--- src/rtl/dptr_pkg.sv ---
package dptr_pkg;

  // Resolved operation on the active pointer for one cycle
  typedef enum logic [2:0] {
    OP_NONE  = 3'd0,
    OP_LOAD  = 3'd1,
    OP_WR_LO = 3'd2,
    OP_WR_HI = 3'd3,
    OP_INC   = 3'd4
  } ptr_op_e;

endpackage

--- src/rtl/dptr_op_dec.sv ---
module dptr_op_dec
  import dptr_pkg::*;
#(
  parameter int AW       = 8,
  parameter int ADDR_DPL = 8'h82,
  parameter int ADDR_DPH = 8'h83,
  parameter int ADDR_SEL = 8'h92
) (
  input  logic          ld16_i,
  input  logic          inc_i,
  input  logic          sfr_wr_i,
  input  logic [AW-1:0] sfr_addr_i,
  output ptr_op_e       op_o,
  output logic          sel_we_o
);

  logic hit_lo;
  logic hit_hi;

  assign hit_lo   = sfr_wr_i && (sfr_addr_i == AW'(ADDR_DPL));
  assign hit_hi   = sfr_wr_i && (sfr_addr_i == AW'(ADDR_DPH));
  assign sel_we_o = sfr_wr_i && (sfr_addr_i == AW'(ADDR_SEL));

  // Fixed priority: full load, then byte write, then increment
  always_comb begin
    op_o = OP_NONE;
    if (ld16_i)      op_o = OP_LOAD;
    else if (hit_lo) op_o = OP_WR_LO;
    else if (hit_hi) op_o = OP_WR_HI;
    else if (inc_i)  op_o = OP_INC;
  end

endmodule

--- src/rtl/dptr_sel_reg.sv ---
module dptr_sel_reg #(
  parameter int DW   = 8,
  parameter int SELW = 3
) (
  input  logic            clk,
  input  logic            rst,
  input  logic            we_i,
  input  logic [DW-1:0]   wdata_i,
  output logic [SELW-1:0] sel_q_o,
  output logic [SELW-1:0] sel_nxt_o
);

  logic [SELW-1:0] sel_q;

  // Upper data bits are dropped here, so they can never be stored
  assign sel_nxt_o = we_i ? wdata_i[SELW-1:0] : sel_q;
  assign sel_q_o   = sel_q;

  always_ff @(posedge clk) begin
    if (rst) sel_q <= '0;
    else     sel_q <= sel_nxt_o;
  end

endmodule

--- src/rtl/dptr_file.sv ---
module dptr_file
  import dptr_pkg::*;
#(
  parameter int NPTR = 8,
  parameter int DW   = 8,
  parameter int SELW = 3
) (
  input  logic            clk,
  input  logic            rst,
  input  ptr_op_e         op_i,
  input  logic [SELW-1:0] sel_cur_i,
  input  logic [SELW-1:0] sel_nxt_i,
  input  logic [2*DW-1:0] ld_data_i,
  input  logic [DW-1:0]   byte_i,
  output logic [2*DW-1:0] cur_o,
  output logic [2*DW-1:0] dptr_o
);

  localparam int PW = 2 * DW;

  logic [PW-1:0] ent [NPTR];
  logic [PW-1:0] upd;
  logic [PW-1:0] dptr_q;
  logic          busy;

  assign cur_o  = ent[sel_cur_i];
  assign busy   = (op_i != OP_NONE);
  assign dptr_o = dptr_q;

  always_comb begin
    case (op_i)
      OP_LOAD:  upd = ld_data_i;
      OP_WR_LO: upd = {cur_o[PW-1:DW], byte_i};
      OP_WR_HI: upd = {byte_i, cur_o[DW-1:0]};
      OP_INC:   upd = cur_o + PW'(1);
      default:  upd = cur_o;
    endcase
  end

  // One register per pointer, each with its own write enable
  for (genvar g = 0; g < NPTR; g++) begin : g_ent
    always_ff @(posedge clk) begin
      if (rst)
        ent[g] <= '0;
      else if (busy && (sel_cur_i == SELW'(g)))
        ent[g] <= upd;
    end
  end

  // Output register tracks the entry that will be active after this edge
  always_ff @(posedge clk) begin
    if (rst)
      dptr_q <= '0;
    else if (busy && (sel_nxt_i == sel_cur_i))
      dptr_q <= upd;
    else
      dptr_q <= ent[sel_nxt_i];
  end

endmodule

--- src/rtl/dptr_sfr_rd.sv ---
module dptr_sfr_rd #(
  parameter int AW       = 8,
  parameter int DW       = 8,
  parameter int SELW     = 3,
  parameter int ADDR_DPL = 8'h82,
  parameter int ADDR_DPH = 8'h83,
  parameter int ADDR_SEL = 8'h92
) (
  input  logic            clk,
  input  logic            rst,
  input  logic            rd_i,
  input  logic [AW-1:0]   addr_i,
  input  logic [2*DW-1:0] cur_i,
  input  logic [SELW-1:0] sel_i,
  output logic [DW-1:0]   rdata_o,
  output logic            rvalid_o
);

  always_ff @(posedge clk) begin
    if (rst) begin
      rdata_o  <= '0;
      rvalid_o <= 1'b0;
    end else begin
      rdata_o  <= '0;
      rvalid_o <= 1'b0;
      if (rd_i) begin
        if (addr_i == AW'(ADDR_DPL)) begin
          rdata_o  <= cur_i[DW-1:0];
          rvalid_o <= 1'b1;
        end else if (addr_i == AW'(ADDR_DPH)) begin
          rdata_o  <= cur_i[2*DW-1:DW];
          rvalid_o <= 1'b1;
        end else if (addr_i == AW'(ADDR_SEL)) begin
          rdata_o  <= {{(DW-SELW){1'b0}}, sel_i};
          rvalid_o <= 1'b1;
        end
      end
    end
  end

endmodule

--- src/rtl/dptr_bank.sv ---
module dptr_bank
  import dptr_pkg::*;
#(
  parameter int NPTR     = 8,
  parameter int DW       = 8,
  parameter int AW       = 8,
  parameter int ADDR_DPL = 8'h82,
  parameter int ADDR_DPH = 8'h83,
  parameter int ADDR_SEL = 8'h92
) (
  input  logic            clk,
  input  logic            rst,
  input  logic            ld16_i,
  input  logic [2*DW-1:0] ld_data_i,
  input  logic            inc_i,
  input  logic            sfr_wr_i,
  input  logic            sfr_rd_i,
  input  logic [AW-1:0]   sfr_addr_i,
  input  logic [DW-1:0]   sfr_wdata_i,
  output logic [DW-1:0]   sfr_rdata_o,
  output logic            sfr_rvalid_o,
  output logic [2*DW-1:0] dptr_o
);

  localparam int SELW = $clog2(NPTR);
  localparam int PW   = 2 * DW;

  ptr_op_e         op;
  logic            sel_we;
  logic [SELW-1:0] sel_q;
  logic [SELW-1:0] sel_nxt;
  logic [PW-1:0]   cur;

  dptr_op_dec #(
    .AW(AW), .ADDR_DPL(ADDR_DPL), .ADDR_DPH(ADDR_DPH), .ADDR_SEL(ADDR_SEL)
  ) u_dec (
    .ld16_i     (ld16_i),
    .inc_i      (inc_i),
    .sfr_wr_i   (sfr_wr_i),
    .sfr_addr_i (sfr_addr_i),
    .op_o       (op),
    .sel_we_o   (sel_we)
  );

  dptr_sel_reg #(.DW(DW), .SELW(SELW)) u_sel (
    .clk       (clk),
    .rst       (rst),
    .we_i      (sel_we),
    .wdata_i   (sfr_wdata_i),
    .sel_q_o   (sel_q),
    .sel_nxt_o (sel_nxt)
  );

  dptr_file #(.NPTR(NPTR), .DW(DW), .SELW(SELW)) u_file (
    .clk       (clk),
    .rst       (rst),
    .op_i      (op),
    .sel_cur_i (sel_q),
    .sel_nxt_i (sel_nxt),
    .ld_data_i (ld_data_i),
    .byte_i    (sfr_wdata_i),
    .cur_o     (cur),
    .dptr_o    (dptr_o)
  );

  dptr_sfr_rd #(
    .AW(AW), .DW(DW), .SELW(SELW),
    .ADDR_DPL(ADDR_DPL), .ADDR_DPH(ADDR_DPH), .ADDR_SEL(ADDR_SEL)
  ) u_rd (
    .clk      (clk),
    .rst      (rst),
    .rd_i     (sfr_rd_i),
    .addr_i   (sfr_addr_i),
    .cur_i    (cur),
    .sel_i    (sel_q),
    .rdata_o  (sfr_rdata_o),
    .rvalid_o (sfr_rvalid_o)
  );

endmodule

--- config.mk ---
export PLATFORM = sky130hd
export DESIGN_NAME = dptr_bank
export DESIGN_NICKNAME = d
export VERILOG_FILES = /design/src/rtl/dptr_pkg.sv /design/src/rtl/dptr_op_dec.sv /design/src/rtl/dptr_sel_reg.sv /design/src/rtl/dptr_file.sv /design/src/rtl/dptr_sfr_rd.sv /design/src/rtl/dptr_bank.sv
export SDC_FILE = /design/constraint.sdc
export NUM_CORES = 1
export LEC_CHECK = 0
export BUFFER_PORTS_ARGS = -buffer_cell sky130_fd_sc_hd__buf_2
export CELL_PAD_IN_SITES_DETAIL_PLACEMENT = 1
export CELL_PAD_IN_SITES_GLOBAL_PLACEMENT = 2
export CORE_ASPECT_RATIO = 0.8
export CORE_UTILIZATION = 45
export DETAILED_ROUTE_END_ITERATION = 10
export PLACE_DENSITY_LB_ADDON = 0.1
export SETUP_SLACK_MARGIN = 0.2
export SKIP_LAST_GASP = 1
export SLEW_MARGIN = 15
export SYNTH_ARGS = -nofsm -noshare
export SYNTH_HDL_FRONTEND = slang
export SYNTH_SLANG_ARGS = --single-unit
--- constraint.sdc ---
create_clock -name clk -period 8.48 [get_ports clk]
set_clock_uncertainty 0.2 [all_clocks]
set_input_delay 0.848 -clock clk [delete_from_list [all_inputs] [get_ports clk]]
set_output_delay 0.848 -clock clk [all_outputs]
set_load 0.02 [all_outputs]
Word-level counts from Yosys, hierarchy flattened:

Memory sizes are Yosys's and may differ from the RTL's. A register that Yosys moved wholly into a read port is not among the register bits.
Cells that the tools add are included.

* flip-flop bits (word level): 28
* RAM bits: 128
* output and inout port bits: 25
* word-level logic and storage cells: 93
* memories: 1

* add/subtract/negate cells: 1
* equal/unequal tests: 15
* muxes and demuxes: 48
* bitwise gates (word level): 9
* reductions and logical operators: 15

Memories
* u_file.ent: words 8, bits a word 16, read ports 2, clocked after memory_dff 1, wr ports 8, line dptr_file.sv:21 `logic [PW-1:0] ent [NPTR];`

Operator list (number)
* $mux W16: 9
* $pmux W16 S4: 1
* $mux W1: 29
* $eq A8 B8 Y1 const B: 3
* $mux W3: 7
* $add A16 B1 Y16 const B: 1
* $mux W8: 2
* $eq A3 B3 Y1 const B: 5
* $eq A3 B2 Y1 const B: 4
* $logic_and A1 B1 Y1: 12
* $or A1 B1 Y1: 8
* $eq A3 B1 Y1 const B: 2
* $eq A3 B3 Y1: 1
* $logic_not A3 Y1: 1
* $reduce_bool A3 Y1: 1
* $reduce_or A2 Y1: 1
* $not A1 Y1: 1

Longest topological paths before layout:

Gate-level depths: netlist of run 1.

* word-level depth: 11
* depth in mapped cells: 14

Hierarchy:

A second synthesis of run 1 with hierarchy kept.

* cells, all modules: 716
* area total of the unflattened synthesis: 8921.1 um^2

By module, submodules not included
* dptr_file: instances 1, cells each 660, area an instance 8309.2 um^2, seq. area each 4164.0 um^2
* dptr_sfr_rd: instances 1, cells each 38, area an instance 400.4 um^2, seq. area each 180.2 um^2
* dptr_sel_reg: instances 1, cells each 9, area an instance 127.6 um^2, seq. area each 60.1 um^2
* dptr_op_dec: instances 1, cells each 9, area an instance 83.8 um^2, seq. area each 0.0 um^2

Least setup slack after synthesis of run 1:

No wires, ideal clock.

* kind: input port to flip-flop
* start point: in sfr_addr_i[3]
* end point: mem u_file.ent[4][0] in the netlist's numbering (enable)
* arrival: 3392 ps
* required time: 7866 ps
* slack: 4474 ps
* cell stages on the path: 4
* buffers on the path: 0
* cells stage by stage: nor4b_1 a311oi_1 nand2b_1 o31ai_1

RTL lines
* from (decl): line dptr_bank.sv:18 `input logic [AW-1:0] sfr_addr_i,`
* to (decl): line dptr_file.sv:21

==> run_results.csv, run 1 <==
group,metric,value,unit
die,io_pins,63,
finish,antennaDiodeCount,0,
finish,fillers,1910,
pwr,peakVddDrop,0.1308,mV
routing,drt_wl_total,30570,µm
routing,postRouteAntennaNets,0,
clocking,htreeDepth,4,
placement,dpl-instance-area,9195,µm²
yosys,synth_area_per_cell,12.03,µm²
routing,wl_per_cell,29.68,µm
pwr,p_total,1.882,mW
pwr,power.internal,1.406,mW
pwr,seq_power_share,46.7,%
finish,final_cell_count_no_fill,1030,
clocking,cts_buffer_depth,2,
clocking,cts_inserted_buffers,17,
setup_path,arrival,4.53,ns
timing,slew_violations,0,
finish,post-route-util,53.24,%
pwr,power_frac_clock,42.8,%
clocking,clkTransAtPathRegs,0.06,ns
clocking,cts_hold_buf,0,
finish,final_common_cell,"nor2_1",
pwr,p_leak,3.616,nW
timing,timing.setup.tns,0,ns
clocking,cts_setup_buffers,0,
timing,layout_setup_ws,3.871,ns
pwr,powerDensity,191.7,nW/µm²
global_route,gr-total-overflow,0,
placement,post-place-ws,3.939,ns
routing,first_pass_iters,6,
pwr,sw_frac_of_total,25.29,%
routing,via_per_inst,6.580,
yosys,yosys_warnings,0,
die,die_area,19760,µm²
yosys,synth-main-ff-cell,"edfxtp_1",
die,fp.dieW,156.9,µm
yosys,synth-seq-area-share,50.98,%
routing,drc_errors,0,
setup_path,crit_chain,"buf_4 > mux4_1 > mux2i_1 > a2111o_1 > or2_2 > nor4_1 > o21ai_1 > a21oi_1",
die,start_util,46.85,%
global_route,antenna_found_initial,0,
timing,hold_viol,0,
finish,nets,803,
setup_path,max_stage_delay,0.77,ns
die,core_area,18440,µm²
clocking,cts_tree,"yes",
placement,io_buffers,62,
die,die_y,125.9,µm
clocking,cts_num_sinks,156,
placement,place_congestion,0.8623,
setup_path,critPathCaptureType,"flop",
finish,area_growth,13.66,%
setup_path,cpMaxStageDelayCell,"dfxtp_2",
timing,maxSlewHeadroom,14.88,%
yosys,syn_area,8640,µm²
finish,final_cell_mix,"nor2_1 (142), edfxtp_1 (128), buf_2 (62)",
pwr,switchingPower,0.4760,mW
setup_path,critPathLaunchType,"flop",
setup_path,critPathBufInv,1,
finish,drive_above_1_share,25.10,%
timing,max_freq,217.0,MHz
placement,dp.cells,998,
setup_path,critPathTopFamily,"multiplexers",
clocking,cts.repair.resized,0,
setup_path,required,8.41,ns
timing,setup_violations,0,
yosys,synth_edf_count,128,
routing,num_vias,6777,
global_route,grt_usage,32.78,%
clocking,root_buffer,"clkbuf_16",
status,status,"finished, final reports clean",
finish,fin_area,9819,µm²
finish,seq_area,4407,µm²
setup_path,path_class,"flop to flop",
routing,first_iter_violations,679,
setup_path,path_max_fanout,27,
timing,fin_crit_sh,54.35,%
global_route,grt_max_degree,43,
pwr,p_comb_share,10.4,%
placement,dpl.hpwl,20200,µm
clocking,worstSkewPairLatency,0.43,ns
timing,post-route-min-period,4.609,ns
timing,tightestPinTransition,1.277,ns
global_route,grt_pass1_wl,46060,µm
finish,multiInputGateArea,4013,µm²
yosys,synth_nets,757,
global_route,grt_pass1_vias,7137,
yosys,ys_ff_latch,156,
yosys,synthDistinctLibCells,74,
worst_hold_path,hp-class,"flop to flop",
job,drv_cap,0,
yosys,synthArstFlopShare,0,%
timing,rsz0062_at_grt,"no",
die,num_rows,44,
timing,hold_ws,0.5238,ns
yosys,synth_cells,718,
## kinds of logic after synthesis
| family | after synthesis | synth area share [%] |
|---|---|---|
| simple gates | 245 | 13.60 |
| flops | 156 | 50.98 |
| compound gates | 153 | 12.48 |
| mux | 97 | 18.41 |
| buf+inv | 59 | 3.678 |
| xor+xnor | 7 | 0.7096 |
| fa+ha+maj | 1 | 0.1448 |
## metal layers
layer	vias up	track usage, %	part of all wire [%]
met5	-	0	0
met4	0	10.32	2.2
met3	65	6.297	6.7
met2	309	54.20	49
met1	3515	43.53	42
li1	2888	-	-
## worst min-delay path, stage by stage (launching register included)
cell	delay (ns)
edfxtp_1	0.34
mux4_2	0.22
o21ai_0	0.07
o21ai_0	0.06
## cell type report
class / instances / share of cell area [%]
repair buffers: 78 / 4.383
well taps: 253 / 3.224
flip-flops and latches: 156 / 44.88
clock inverters: 5 / 0.3440
inverters: 8 / 0.3058
multi-input cells: 503 / 40.86
clock buffers: 27 / 6.002
## synth_stat cells (all sizes together) (2+ instances only)
cell type / instances / area, µm²
or3: 2 / 17.52
or4: 4 / 30.03
nor4bb: 2 / 20.02
mux2: 19 / 214.0
nor2: 142 / 533.0
o31ai: 8 / 70.06
a21oi: 35 / 175.2
edfxtp: 128 / 3844
mux4: 44 / 1032
or2: 5 / 31.28
a22oi: 6 / 45.04
o211ai: 3 / 32.53
nand3: 8 / 40.04
nand2: 25 / 93.84
o22ai: 13 / 81.33
a2bb2oi: 2 / 17.52
a221oi: 13 / 132.6
nand2b: 12 / 75.07
inv: 7 / 26.27
nor4b: 3 / 26.28
clkbuf: 32 / 120.1
nor2b: 9 / 56.30
o32ai: 3 / 26.28
o21a: 5 / 37.54
o211a: 2 / 20.02
a211oi: 8 / 65.06
nand3b: 2 / 15.01
and2: 4 / 25.03
mux2i: 34 / 344.1
xnor2: 7 / 61.31
nor4: 9 / 77.57
nor3: 9 / 60.06
o221ai: 4 / 35.03
a2111oi: 4 / 35.03
buf: 19 / 167.7
a31oi: 4 / 25.02
nand4: 2 / 12.51
dfxtp: 28 / 560.5
nor3b: 3 / 22.52
o21ai: 27 / 135.1
a211o: 4 / 35.03
o31a: 4 / 35.03
## flip-flops by register name, summed over array words and instances (netlist names)
register       cells
u_rd.rdata_o       8
u_rd.rvalid_o      1
u_file.dptr_o     16
u_sel.sel_q_o      3
u_file.ent       128
## power by group through the flow
stage / Combinational [mW] / Sequential [mW] / Clock (mW)
2_1_floorplan: 0.111 / 0.893 / 0
3_3_place_gp: 0.188 / 0.890 / 0
3_5_place_dp: 0.192 / 0.894 / 0
4_1_cts: 0.194 / 0.879 / 0.806
5_1_grt: 0.208 / 0.882 / 0.835
6_report: 0.196 / 0.879 / 0.806
## path summary, 6_finish.rpt
| check | slack (ns) | startpoint | end | depth (start not counted) |
|---|---|---|---|---|
| max | 3.87 | u_sel.sel_q_o[1] | u_file.ent[6][12] | 8 |
| min | 0.52 | u_file.ent[7][5] | u_file.dptr_o[5] | 3 |
| max reg2reg | 3.87 | u_sel.sel_q_o[1] | u_file.ent[6][12] | 8 |
| min reg2reg | 0.52 | u_file.ent[7][5] | u_file.dptr_o[5] | 3 |
Power figures use the tool's default switching activity.
==> run 2, diff against run 1 <==
CORE_UTILIZATION = 42   (was 45)
clock period = 4.5 ns   (was 8.48 ns; I/O delays follow)
==> run 2 against run 1 <==
Compared with the run above:
- total power grew 87%
- clock-buffer cell count shrank 10
- largest cell class unchanged
- highest routed layer unchanged
- first-iteration DRC count shrank 0.15%
==> run_results.csv, run 2 (synthesized netlist as in run 1, its figures left out) <==
group,metric,value,unit
die,io_pins,63,
placement,post-place-ws,0.5911,ns
setup_path,required,4.43,ns
routing,wl_per_cell,28.46,µm
die,die_y,130.3,µm
job,drv_cap,0,
setup_path,r2r_start,"u_sel.sel_q_o[1]",
global_route,grt_usage,29.90,%
finish,area_growth,15.86,%
clocking,worstSkewPairLatency,0.44,ns
timing,tightestPinTransition,1.209,ns
timing,hold_ws,0.1714,ns
setup_path,path_class,"flop to flop",
setup_path,max_stage_delay,0.86,ns
setup_path,critPathLaunchType,"flop",
clocking,root_buffer,"clkbuf_16",
worst_hold_path,hp-class,"primary input to flop",
timing,layout_setup_ws,0.4765,ns
routing,postRouteAntennaNets,0,
global_route,antenna_found_initial,0,
die,start_util,43.26,%
die,num_rows,46,
finish,nets,828,
routing,num_vias,6868,
timing,maxSlewHeadroom,18.76,%
routing,first_pass_iters,5,
routing,drt_wl_total,30340,µm
placement,dpl.hpwl,21110,µm
timing,post-route-min-period,4.024,ns
global_route,grt_pass1_wl,45020,µm
finish,final_common_cell,"nor2_1",
setup_path,r2r_cells,8,
setup_path,r2r-end,"u_file.ent[2][15]",
worst_hold_path,holdPathStages,2,
clocking,cts.repair.resized,0,
clocking,cts_inserted_buffers,17,
setup_path,path_max_fanout,26,
pwr,powerDensity,352.2,nW/µm²
timing,rsz0062_at_grt,"no",
pwr,p_total,3.525,mW
clocking,cts_buffer_depth,2,
pwr,p_leak,3.712,nW
setup_path,cpMaxStageDelayCell,"dfxtp_2",
finish,drive_above_1_share,27.93,%
routing,first_iter_violations,678,
setup_path,crit_cells,8,
global_route,grt_pass1_vias,6955,
clocking,cts_setup_buffers,0,
global_route,gr-total-overflow,0,
finish,largest_register,"u_file.ent",
setup_path,crit_chain,"buf_4 > mux2_1 > o22ai_1 > a221oi_2 > or3b_2 > nor4_1 > mux2i_2 > a21oi_1",
worst_hold_path,whs_endpoint,"u_sel.sel_q_o[1]",
clocking,cts_tree,"yes",
timing,hold_viol,0,
finish,largest_reg_flops,128,
clocking,clkTransAtPathRegs,0.07,ns
setup_path,critPathCaptureType,"flop",
die,fp.dieW,162.4,µm
clocking,htreeDepth,4,
pwr,peakVddDrop,0.2016,mV
finish,final_cell_mix,"nor2_1 (142), edfxtp_1 (128), buf_2 (62)",
setup_path,critPathBufInv,1,
setup_path,arrival,3.96,ns
finish,post-route-util,50.12,%
die,die_area,21150,µm²
timing,setup_violations,0,
setup_path,critPathTopFamily,"simple AND/OR/NAND/NOR gates",
worst_hold_path,hp-start,"rst",
global_route,grt_max_degree,39,
timing,timing.setup.tns,0,ns
clocking,cts_num_sinks,156,
routing,via_per_inst,6.443,
clocking,cts_hold_buf,0,
die,core_area,19970,µm²
placement,io_buffers,62,
routing,drc_errors,0,
status,status,"finished, final reports clean",
timing,max_freq,248.5,MHz
finish,antennaDiodeCount,0,
timing,fin_crit_sh,89.41,%
timing,slew_violations,0,
placement,place_congestion,0.8895,
setup_path,rrSetupSlack,0.48,ns
## run 2: changes by cell type in the layout (fill, tap and decap cells not counted), sizes merged
cell and change:
buf +25, clkinvlp +4, clkbuf -10, inv +6, clkinv -1, bufinv +1
## run 2: metrics by stage
| step | instance area (µm²) | std cells |
|---|---|---|
| 3_5_place_dp | 9407 | 1034 |
| 5_1_grt | 10010 | 1066 |
| 4_1_cts | 10010 | 1066 |
| 3_3_place_gp | 9407 | 1034 |
| 6_report | 10010 | 1066 |
| 2_1_floorplan | 8640 | 718 |
## run 2: area by class of cell
type	count	area (µm²)
inverters	8	30.03
multi-input cells	503	4009
clock buffers	17	425.4
well taps	264	330.3
clock inverters	15	177.7
flip-flops and latches	156	4407
fillers	2078	9962
repair buffers	103	630.6
## run 2: worst max path at each step
stage | start | end | slack [ns]
2_1_floorplan | sfr_addr_i[3] | u_file.ent[4][0] | 0.89
3_3_place_gp | u_sel.sel_q_o[1] | u_file.ent[4][15] | 0.74
3_5_place_dp | u_sel.sel_q_o[1] | u_file.ent[2][15] | 0.59
4_1_cts | u_sel.sel_q_o[1] | u_file.ent[2][15] | 0.56
5_1_grt | u_sel.sel_q_o[1] | u_file.ent[2][15] | 0.35
6_report | u_sel.sel_q_o[1] | u_file.ent[2][15] | 0.48
## run 2: routing by layer
layer	global-route usage [%]	share of wire, %
met2	47.71	47
met4	10.27	2.3
met1	41.04	44
met5	0	0
met3	5.626	6.5
## run 2: power by group
part           total, mW  internal, mW  switching [mW]
Combinational      0.386         0.136           0.250
Clock               1.49         0.796           0.691
Sequential          1.65          1.62          0.0340
